`src/rtl/ext_ring_pkg.sv`:
```
package ext_ring_pkg;
   // smallest of three unsigned values, used for burst sizing
   function automatic int unsigned min3(input int unsigned a, input int unsigned b,
                                        input int unsigned c);
      int unsigned m;
      m = (a < b) ? a : b;
      return (m < c) ? m : c;
   endfunction
endpackage

```
`src/rtl/ext_ring_side.sv`:
```
module ext_ring_side #(
   parameter int LW   = 16,
   parameter int RW   = 16,
   parameter int MAXB = 64,
   parameter int BW   = 7
) (
   input  logic          clk,
   input  logic          rst_n,
   input  logic          start,
   input  logic [RW-1:0] start_len,
   input  logic [LW-1:0] size,
   input  logic [LW-1:0] room,
   input  logic          grant,
   input  logic          done,
   input  logic          other_done,
   input  logic          clr,
   output logic          busy,
   output logic [LW-1:0] pos,
   output logic [RW-1:0] off,
   output logic [BW-1:0] blen,
   output logic          want,
   output logic          stall_evt
);
   localparam int LW1 = LW + 1;

   logic [RW-1:0] rem_q;
   logic          stalled_q, inflight_q, can_try, fits;
   logic [LW:0]   nxt_pos;

   always_comb begin
      blen      = BW'(ext_ring_pkg::min3(32'(rem_q), 32'(MAXB), 32'(size - pos)));
      can_try   = busy && !stalled_q && !inflight_q && (size != '0);
      fits      = 32'(room) >= 32'(blen);
      want      = can_try && fits && (blen != '0);
      stall_evt = can_try && !fits && !other_done;
      nxt_pos   = LW1'(pos) + LW1'(blen);
   end

   always_ff @(posedge clk or negedge rst_n) begin
      if (!rst_n) begin
         busy       <= 1'b0;
         rem_q      <= '0;
         off        <= '0;
         pos        <= '0;
         stalled_q  <= 1'b0;
         inflight_q <= 1'b0;
      end else begin
         if (clr) pos <= '0;
         if (!busy && start && (start_len != '0)) begin
            busy  <= 1'b1;
            rem_q <= start_len;
            off   <= '0;
         end
         if (grant) inflight_q <= 1'b1;
         if (done) begin
            inflight_q <= 1'b0;
            rem_q      <= rem_q - RW'(blen);
            off        <= off + RW'(blen);
            pos        <= (nxt_pos >= LW1'(size)) ? '0 : nxt_pos[LW-1:0];
            if (rem_q == RW'(blen)) busy <= 1'b0;
         end
         if (other_done)     stalled_q <= 1'b0;
         else if (stall_evt) stalled_q <= 1'b1;
      end
   end

   // a granted burst never runs past the end of the window
   assert_burst_in_window_R1: assert property (@(posedge clk) disable iff (!rst_n)
      want |-> (32'(pos) + 32'(blen) <= 32'(size)));
   // one count per blocking episode (R5 on the write side, R6 on the read side)
   assert_one_stall_R5: assert property (@(posedge clk) disable iff (!rst_n)
      stall_evt |=> !stall_evt);
   // completion only arrives for a burst this side owns
   assert_done_owned_R8: assert property (@(posedge clk) disable iff (!rst_n)
      done |-> inflight_q);
endmodule

```
`src/rtl/ext_ring_arb.sv`:
```
module ext_ring_arb #(
   parameter int AW = 24,
   parameter int LW = 16,
   parameter int RW = 16,
   parameter int BW = 7,
   parameter int MAXB = 64,
   parameter bit RR = 1'b1
) (
   input  logic          clk,
   input  logic          rst_n,
   input  logic          want_w,
   input  logic          want_r,
   input  logic [AW-1:0] base,
   input  logic [LW-1:0] pos_w,
   input  logic [LW-1:0] pos_r,
   input  logic [RW-1:0] off_w,
   input  logic [RW-1:0] off_r,
   input  logic [BW-1:0] blen_w,
   input  logic [BW-1:0] blen_r,
   input  logic          mem_done,
   output logic          grant_w,
   output logic          grant_r,
   output logic          done_w,
   output logic          done_r,
   output logic          req_valid,
   output logic          req_write,
   output logic [AW-1:0] req_addr,
   output logic [BW-1:0] req_len,
   output logic [RW-1:0] req_off
);
   logic pick_r;

   generate
      if (RR) begin : g_rr
         logic last_w_q;
         always_comb pick_r = want_r && (!want_w || last_w_q);
         always_ff @(posedge clk or negedge rst_n) begin
            if (!rst_n)       last_w_q <= 1'b0;
            else if (grant_w) last_w_q <= 1'b1;
            else if (grant_r) last_w_q <= 1'b0;
         end
      end else begin : g_wfirst
         always_comb pick_r = want_r && !want_w;
      end
   endgenerate

   always_comb begin
      grant_r = !req_valid && pick_r;
      grant_w = !req_valid && want_w && !pick_r;
      done_w  = req_valid && mem_done && req_write;
      done_r  = req_valid && mem_done && !req_write;
   end

   always_ff @(posedge clk or negedge rst_n) begin
      if (!rst_n) begin
         req_valid <= 1'b0;
         req_write <= 1'b0;
         req_addr  <= '0;
         req_len   <= '0;
         req_off   <= '0;
      end else if (grant_w || grant_r) begin
         req_valid <= 1'b1;
         req_write <= grant_w;
         req_addr  <= base + AW'(grant_w ? pos_w : pos_r);
         req_len   <= grant_w ? blen_w : blen_r;
         req_off   <= grant_w ? off_w : off_r;
      end else if (req_valid && mem_done) begin
         req_valid <= 1'b0;
      end
   end

   assert_req_hold_R8: assert property (@(posedge clk) disable iff (!rst_n)
      (req_valid && !mem_done) |=> (req_valid && $stable(req_addr) && $stable(req_len)
                                    && $stable(req_write) && $stable(req_off)));
   assert_len_cap_R1: assert property (@(posedge clk) disable iff (!rst_n)
      req_valid |-> (req_len != '0) && (32'(req_len) <= 32'(MAXB)));
endmodule

```
`src/rtl/ext_ring_mgr.sv`:
```
module ext_ring_mgr #(
   parameter int AW   = 24,
   parameter int LW   = 16,
   parameter int RW   = 16,
   parameter int MAXB = 64,
   parameter int CW   = 16,
   parameter bit RR   = 1'b1,
   localparam int BW  = $clog2(MAXB + 1)
) (
   input  logic          clk,
   input  logic          rst_n,
   input  logic [AW-1:0] cfg_base,
   input  logic [LW-1:0] cfg_size,
   input  logic          wr_start,
   input  logic [RW-1:0] wr_len,
   output logic          wr_busy,
   input  logic          rd_start,
   input  logic [RW-1:0] rd_len,
   output logic          rd_busy,
   output logic          mem_req_valid,
   output logic          mem_req_write,
   output logic [AW-1:0] mem_req_addr,
   output logic [BW-1:0] mem_req_len,
   output logic [RW-1:0] mem_req_off,
   input  logic          mem_done,
   output logic [LW-1:0] fill_level,
   output logic [LW-1:0] free_level,
   output logic [LW-1:0] total_size,
   output logic [CW-1:0] overflow_cnt,
   output logic [CW-1:0] underrun_cnt
);
   generate
      if (MAXB < 1)  begin : g_bad_burst $error("MAXB must be at least 1"); end
      if (AW < LW)   begin : g_bad_aw    $error("AW must cover the window size width"); end
      if (LW > 31 || RW > 31) begin : g_bad_w $error("LW and RW must stay below 32"); end
   endgenerate

   logic [AW-1:0] base_q;
   logic [LW-1:0] size_q, fill_q, room_w;
   logic [CW-1:0] ovf_q, udr_q;
   logic          idle, reconf;
   logic          busy_w, busy_r, want_w, want_r, stall_w, stall_r;
   logic          grant_w, grant_r, done_w, done_r;
   logic [LW-1:0] pos_w, pos_r;
   logic [RW-1:0] off_w, off_r;
   logic [BW-1:0] blen_w, blen_r;

   always_comb begin
      idle   = !busy_w && !busy_r && !mem_req_valid;
      reconf = idle && ((cfg_base != base_q) || (cfg_size != size_q));
      room_w = size_q - fill_q;
   end

   ext_ring_side #(.LW(LW), .RW(RW), .MAXB(MAXB), .BW(BW)) u_wr (
      .clk(clk), .rst_n(rst_n), .start(wr_start), .start_len(wr_len), .size(size_q),
      .room(room_w), .grant(grant_w), .done(done_w), .other_done(done_r), .clr(reconf),
      .busy(busy_w), .pos(pos_w), .off(off_w), .blen(blen_w), .want(want_w),
      .stall_evt(stall_w));

   ext_ring_side #(.LW(LW), .RW(RW), .MAXB(MAXB), .BW(BW)) u_rd (
      .clk(clk), .rst_n(rst_n), .start(rd_start), .start_len(rd_len), .size(size_q),
      .room(fill_q), .grant(grant_r), .done(done_r), .other_done(done_w), .clr(reconf),
      .busy(busy_r), .pos(pos_r), .off(off_r), .blen(blen_r), .want(want_r),
      .stall_evt(stall_r));

   ext_ring_arb #(.AW(AW), .LW(LW), .RW(RW), .BW(BW), .MAXB(MAXB), .RR(RR)) u_arb (
      .clk(clk), .rst_n(rst_n), .want_w(want_w), .want_r(want_r), .base(base_q),
      .pos_w(pos_w), .pos_r(pos_r), .off_w(off_w), .off_r(off_r),
      .blen_w(blen_w), .blen_r(blen_r), .mem_done(mem_done),
      .grant_w(grant_w), .grant_r(grant_r), .done_w(done_w), .done_r(done_r),
      .req_valid(mem_req_valid), .req_write(mem_req_write), .req_addr(mem_req_addr),
      .req_len(mem_req_len), .req_off(mem_req_off));

   always_ff @(posedge clk or negedge rst_n) begin
      if (!rst_n) begin
         base_q <= '0;
         size_q <= '0;
         fill_q <= '0;
         ovf_q  <= '0;
         udr_q  <= '0;
      end else begin
         if (idle) begin
            base_q <= cfg_base;
            size_q <= cfg_size;
         end
         if (reconf)      fill_q <= '0;
         else if (done_w) fill_q <= fill_q + LW'(blen_w);
         else if (done_r) fill_q <= fill_q - LW'(blen_r);
         if (stall_w) ovf_q <= ovf_q + 1'b1;
         if (stall_r) udr_q <= udr_q + 1'b1;
      end
   end

   assign wr_busy      = busy_w;
   assign rd_busy      = busy_r;
   assign fill_level   = fill_q;
   assign free_level   = size_q - fill_q;
   assign total_size   = size_q;
   assign overflow_cnt = ovf_q;
   assign underrun_cnt = udr_q;

   assert_fill_bound_R7: assert property (@(posedge clk) disable iff (!rst_n)
      fill_q <= size_q);
   assert_reconf_empty_R11: assert property (@(posedge clk) disable iff (!rst_n)
      reconf |=> (fill_level == '0));
   assert_single_done_R8: assert property (@(posedge clk) disable iff (!rst_n)
      $onehot0({done_w, done_r}));
endmodule

```
`config.mk`:
```
export PLATFORM = sky130hd
export DESIGN_NAME = ext_ring_mgr
export DESIGN_NICKNAME = d
export VERILOG_FILES = /design/src/rtl/ext_ring_pkg.sv /design/src/rtl/ext_ring_side.sv /design/src/rtl/ext_ring_arb.sv /design/src/rtl/ext_ring_mgr.sv
export SDC_FILE = /design/constraint.sdc
export NUM_CORES = 1
export LEC_CHECK = 0
export CAP_MARGIN = 0
export CORE_AREA = 2 2 201 243
export DETAILED_ROUTE_END_ITERATION = 10
export DIE_AREA = 0 0 203 245
export DONT_BUFFER_PORTS = 1
export SKIP_LAST_GASP = 1
export SLEW_MARGIN = 20
export SYNTH_ARGS = -nofsm -noshare
export SYNTH_HDL_FRONTEND = slang
export SYNTH_SLANG_ARGS = --single-unit
```
`constraint.sdc`:
```
create_clock -name clk -period 11.6 [get_ports clk]
set_input_delay 2.32 -clock clk [delete_from_list [all_inputs] [get_ports clk]]
set_output_delay 2.32 -clock clk [all_outputs]
set_load 0.01 [all_outputs]
```
---- Yosys cells after proc, flatten, opt, wreduce, memory -nomap -nowiden ----
Index checks and enable logic that the tools add are counted.
cells by class
  add/subtract/negate cells ............... 14
  $lt $le $gt $ge ......................... 8
  eq/ne operators ......................... 4
  muxes and demuxes ....................... 41
  reduce and logical (&&, ||, !) cells .... 61
operators by type and width
  cell                   number
  $mux 16                20
  $lt 16x32->1           2
  $add 16x7->16          3
  $reduce_bool 16->1     3
  $sub 16x7->16          3
  $add 16x7->17          2
  $ge 17x16->1           2
  $sub 16x16->17         2
  $add 16x1->16 const B  2
  $eq 16x7->1            2
  $ge 16x7->1            2
  $lt 16x7->1 const B    2
  $logic_and 1x1->1      28
  $add 24x24->24         1
  $ne 24x24->1           1
  $mux 7                 3
  $reduce_bool 2->1      10
  $mux 1                 18
  $ne 16x16->1           1
  $sub 16x16->16         1
  $logic_not 1->1        14
  $reduce_bool 7->1      2
  $logic_or 1x1->1       3
  $reduce_bool 3->1      1
storage, ports and cells
  register bits ........................... 240
  bits of input ports ..................... 77
  output and inout bits ................... 131

---- Depth between registers and ports, before layout ----
  depth in word-level cells ............... 14
  depth in mapped cells ................... 45

---- By module ----
A second synthesis with hierarchy kept.
second synthesis, totals
  cell total of the unflattened synthesis .. 2201
  area total of the unflattened synthesis .. 19774.0 sq um
by module, submodules not included
  module         times used  cells each  area an instance (sq um)  seq. area each (sq um)
  ext_ring_side  2           643         5456.5                    1276.2
  ext_ring_mgr   1           597         5815.6                    2202.1
  ext_ring_arb   1           318         3045.4                    1226.2

---- Least setup slack after synthesis ----
No wires, ideal clock.
  path type ............................... reg-to-reg
  start point ............................. register size_q[1], in the netlist total_size[1]
  end point ............................... register u_arb.req_addr[18]
  arrival time ............................ 8.836 ns
  data required time ...................... 11.473 ns
  setup slack ............................. 2.637 ns
  stages on the path, launching flop included .. 42
  path buffers ............................ 2
  clock period less this slack ............ 8.963 ns
  cell sequence ........................... dfrtp_1 -> ha_1 -> nor2b_1 -> o211ai_1 -> a31oi_1 -> o21ai_0 -> a21oi_1 -> o31a_1 -> o41a_1 -> nor4b_1 -> nor3_1 -> ha_1 -> nand4_1 -> or4_1 -> a2111o_1 -> o211ai_1 -> o21ai_1 -> clkbuf_1 -> [6 not listed] -> o21ai_0 -> a41oi_1 -> mux2_2 -> a21oi_1 -> and3_1 -> buf_6 -> mux2_1 -> ha_1 -> fa_1 -> a211oi_1 -> o21ai_0 -> nand3_1 -> a21boi_0 -> o41ai_1 -> o21ai_0 -> nand3_1 -> xnor2_1 -> mux2_1
on the way
  longest elaborated chain between the ends .. 13
ends and longest elaborated chain
  item                             RTL line             RTL
  start, declared                  ext_ring_mgr.sv:39   logic [LW-1:0] size_q, fill_q, room_w;
  start signal, assigned           ext_ring_mgr.sv:84   size_q <= cfg_size;
  $sub 16x16->17                   ext_ring_side.sv:31  blen = BW'(ext_ring_pkg::min3(32'(rem_q), 32'(MAXB), 32'(size - pos)));
  $lt 16x32->1                     ext_ring_pkg.sv:7    return (m < c) ? m : c;
  $mux 7                           ext_ring_pkg.sv:7
  $ge 16x7->1                      ext_ring_side.sv:33  fits = 32'(room) >= 32'(blen);
  $logic_and 1x1->1 (2 in series)  ext_ring_side.sv:34  want = can_try && fits && (blen != '0);
  $logic_not 1->1                  ext_ring_arb.sv:36   always_comb pick_r = want_r && (!want_w || last_w_q);
  $logic_or 1x1->1                 ext_ring_arb.sv:36
  $logic_and 1x1->1                ext_ring_arb.sv:36
  $logic_not 1->1                  ext_ring_arb.sv:49   grant_w = !req_valid && want_w && !pick_r;
  $logic_and 1x1->1                ext_ring_arb.sv:49
  $mux 16                          ext_ring_arb.sv:64   req_addr <= base + AW'(grant_w ? pos_w : pos_r);
  $add 24x24->24                   ext_ring_arb.sv:64
  end signal, assigned             ext_ring_arb.sv:64
  end, declared                    ext_ring_arb.sv:27   output logic [AW-1:0] req_addr,
Several ways; a longest one is shown, not always the timed one.
A chain may end at the register's enable or synchronous reset.

---- Worst setup path after layout ----
  start point ............................. register size_q[0], in the netlist total_size[0]
  end point ............................... register u_arb.req_addr[18]
The elaborated chain is that of the path after synthesis.

==> key figures <==
Status
  – Status: complete, no violations

Setup path
  – Crit path arrival time: 10.89 ns
  – Required time of the critical path: 12.06 ns
  – CP Max Fanout: 17
  – CP endpoint kind: register
  – Critical path type: reg2reg
  – Slowest cell on crit path: dfrtp_1
  – Max incr delay on CP: 0.52 ns
  – Worst Setup Start Kind: register
  – Worst R2R Path Depth: 40

Power and ir drop
  – Psw: 2240 uW
  – Net Sw Frac: between 40 and 50%
  – Clock Power Share: 19.3%
  – VDD IR max: 0.132 mV
  – Sequential share of power: 28.4%
  – Combinational group share of total power: 52.3%
  – Internal Power: roughly 2600 uW
  – Lkg Pwr: 0.00950 uW
  – Power Dens Cells: approximately 240 nW/um^2
  – Tot Pwr: 4840 uW

STA
  – Fin. max-slew vios: 0
  – Final hold violations: 0
  – Unrepaired setup endpoints after global routing: false
  – Finish-stage setup viols: 0
  – Final Skew: 0.00935 ns
  – Maximum clock rate: approximately 0.096 GHz
  – Final period util: 90.0%
  – Tmin final: between 10 and 15 ns
  – Setup TNS: 0 ns
  – Max_slew headroom: 30.3%
  – Slew @ Worst Pin: around 1.0 ns
  – Fin Hold WS: 0.486 ns

Logic synthesis
  – Seq/Total Area, Yosys: 31.9%
  – Synthesized area: between 15,000 and 20,000 sq um
  – Seq cells post-synth: 239
  – Syn_area_per_cell: about 8.9 sq um
  – Asr flop ratio synth: 100%
  – Number of flops mapped to enable cells by yosys: 0
  – Top_reg_cell synth: dfrtp_1
  – Count of cell types in the netlist: 88
  – Post-synthesis instance total: 2,096
  – Synthesis Warnings: 0

Clock tree
  – Post-CTS sizing: 0
  – Clock transition at the registers of the reported paths: around 0.07 ns
  – Setup Fix Bufs, Post-CTS: 0
  – H-tree depth: 1
  – Clk_lat worst skew: between 0.5 and 0.6 ns
  – CTS buffer count: 29
  – CTS sink count: around 240
  – Hold_buf cts: 0
  – CTS root buf: clkbuf_16
  – CTS tree: done
  – Clock buffer depth: 3

Global route
  – Gr usage total: 23.9%
  – Initial antenna violation count: 1
  – Total grt overflow: 0
  – Largest net degree at the start of global routing: 240
  – Vias in the first global route: 16,100
  – Global-route wire length before repair: between 90 and 100 mm

Hold path
  – Hold Crit Class: reg2reg
  – Hold depth: 1

Floorplan
  – Die W: 203 um
  – Core area: 47,500 sq um
  – Die Span Y: ~250 um
  – Starting Density: roughly two fifths
  – Boundary pin count: 208
  – Full die area: 49,700 sq um
  – Cell Rows: 88

Layout
  – Final net count: 2,395
  – FF+latch area: 5980 sq um
  – ANT cells: 0
  – Area growth from synthesis to layout: 9.65%
  – Commonest non-fill, non-tap cell in the layout: dfrtp_1
  – Commonest cells after routing, fill and taps aside: dfrtp_1, inv_1, ha_1
  – Post-layout util: 43.3%
  – Cell area after layout: 20,500 sq um
  – Fill count: 4,657
  – Share of cells above drive strength 1: 6.97%
  – Area of the multi-input gates: 11,800 sq um

Drt
  – Iter 0 DRT Violations: 1,054
  – Via count: ~16,000
  – Final WL: 60.1 mm
  – Drt drc: 0
  – Avg WL per Cell: 21.7 um
  – Via-to-Cell Ratio: ~5.8
  – Post-DRT Antenna Nets: 0
  – Count of TritonRoute iterations in the first routing pass: 7

Placed design
  – Routability cong.: 0.928
  – DP HPWL: 46.7 mm
  – Post-Place Cell Area: 19,600 sq um
  – Port bufs: 0

Flow run
  – # Max-Cap Violations: 0
-- area by class of cell --
cell class	count	area share (%)
clock buffers	38	3.99
well taps	630	3.84
clock inverters	15	0.706
repair buffers	29	1.06
flip-flops and latches	239	29.1
multi-input cells	1606	57.4
inverters	211	3.85
-- Yosys cell counts (13+ instances only) --
library cell / number / area share (%)
dfrtp_1: 239 / 32
inv_1: 211 / 4.2
ha_1: 190 / 13
nand2_1: 167 / 3.3
nor2_1: 119 / 2.4
o21ai_0: 117 / 3.1
a21oi_1: 114 / 3.0
xor2_1: 85 / 4.0
xnor2_1: 82 / 3.8
nand3_1: 50 / 1.3
nor3_1: 50 / 1.3
a21o_1: 44 / 1.8
clkbuf_1: 39 / 0.78
nor4_1: 39 / 1.3
mux2i_1: 35 / 1.9
nand4_1: 35 / 1.2
mux2_2: 33 / 2.0
o21a_1: 29 / 1.2
a22o_1: 24 / 1.1
a211oi_1: 23 / 0.92
mux2_1: 23 / 1.4
nor2b_1: 23 / 0.77
and3_1: 21 / 0.70
a222oi_1: 16 / 0.85
a31oi_1: 15 / 0.50
o211ai_1: 15 / 0.60
o22ai_1: 15 / 0.50
a21boi_0: 14 / 0.56
o31ai_1: 14 / 0.56
o21bai_1: 13 / 0.52
-- kinds of logic (layout without fill, tap and decap cells) --
| logic type | Yosys count | count (layout) | share of synthesized area [%] |
|---|---|---|---|
| simple gates | 587 | 587 | 15.7 |
| compound gates | 541 | 541 | 19.7 |
| buf+inv | 268 | 293 | 5.66 |
| flops | 239 | 239 | 31.9 |
| fa+ha+maj | 202 | 202 | 14.0 |
| xor+xnor | 167 | 167 | 7.81 |
| mux | 91 | 91 | 5.23 |
| other cells | 1 | 18 | 0.0200 |
-- state kept, by name (all words and copies together), names as in the netlist --
signal,count
base_q,24
fill_level,16
overflow_cnt,16
total_size,16
u_arb.g_rr.last_w_q,1
u_arb.req_addr,24
u_arb.req_len,7
u_arb.req_off,16
u_arb.req_valid,1
u_rd.busy,1
u_rd.inflight_q,1
u_rd.off,16
u_rd.pos,16
u_rd.rem_q,16
u_rd.stalled_q,1
u_wr.busy,1
u_wr.inflight_q,1
u_wr.off,16
u_wr.pos,16
u_wr.rem_q,16
u_wr.stalled_q,1
underrun_cnt,16
-- critical path, delay by kind of cell, from the launching register on --
family          cells  cell delay (ns)
simple gates        9             1.94
fa+ha+maj           5             1.41
compound gates     20             4.99
mux                 3             1.00
flops               1             0.52
buf+inv             2             0.38
xor+xnor            1             0.06
-- power by group through the flow --
stage                     sequential [uW]  combinational, uW  clock [uW]
after floorplan                      1280               1920           0
after global placement               1380               2450           0
after detailed placement             1390               2490           0
after CTS                            1370               2510         960
after global routing                 1400               2820         988
final                                1380               2530         935
-- final timing paths --
check	from	endpoint	slack [ns]
setup reg to reg	total_size[0]	u_arb.req_addr[18]	1.16
hold / removal	u_wr.off[12]	u_wr.off[12]	0.49
setup / recovery	total_size[0]	u_arb.req_addr[18]	1.16
min in group asynchronous	rst_n	u_wr.rem_q[8]	1.44
max in group asynchronous	rst_n	total_size[15]	9.69
hold reg to reg	u_wr.off[12]	u_wr.off[12]	0.49
-- metal layers --
| metal | share of wire (%) | track usage [%] | routed length, um | vias up |
|---|---|---|---|---|
| li1 | - | - | - | 7631 |
| met1 | 41 | 29.5 | 24900 | 7777 |
| met2 | 49 | 41.4 | 29200 | 464 |
| met3 | 6.5 | 4.98 | 3900 | 117 |
| met4 | 3.5 | 8.09 | 2080 | 2 |
| met5 | 0.012 | 0 | 7 | - |
-- metrics by stage --
stage | instances | setup slack (ns)
global route | 2768 | 0.160
detailed placement | 2715 | 0.744
finish | 2768 | 1.16
floorplan | 2113 | 2.64
global placement | 2715 | 1.09
CTS | 2768 | 0.682
Note: power is estimated with default switching activity, not from simulation.
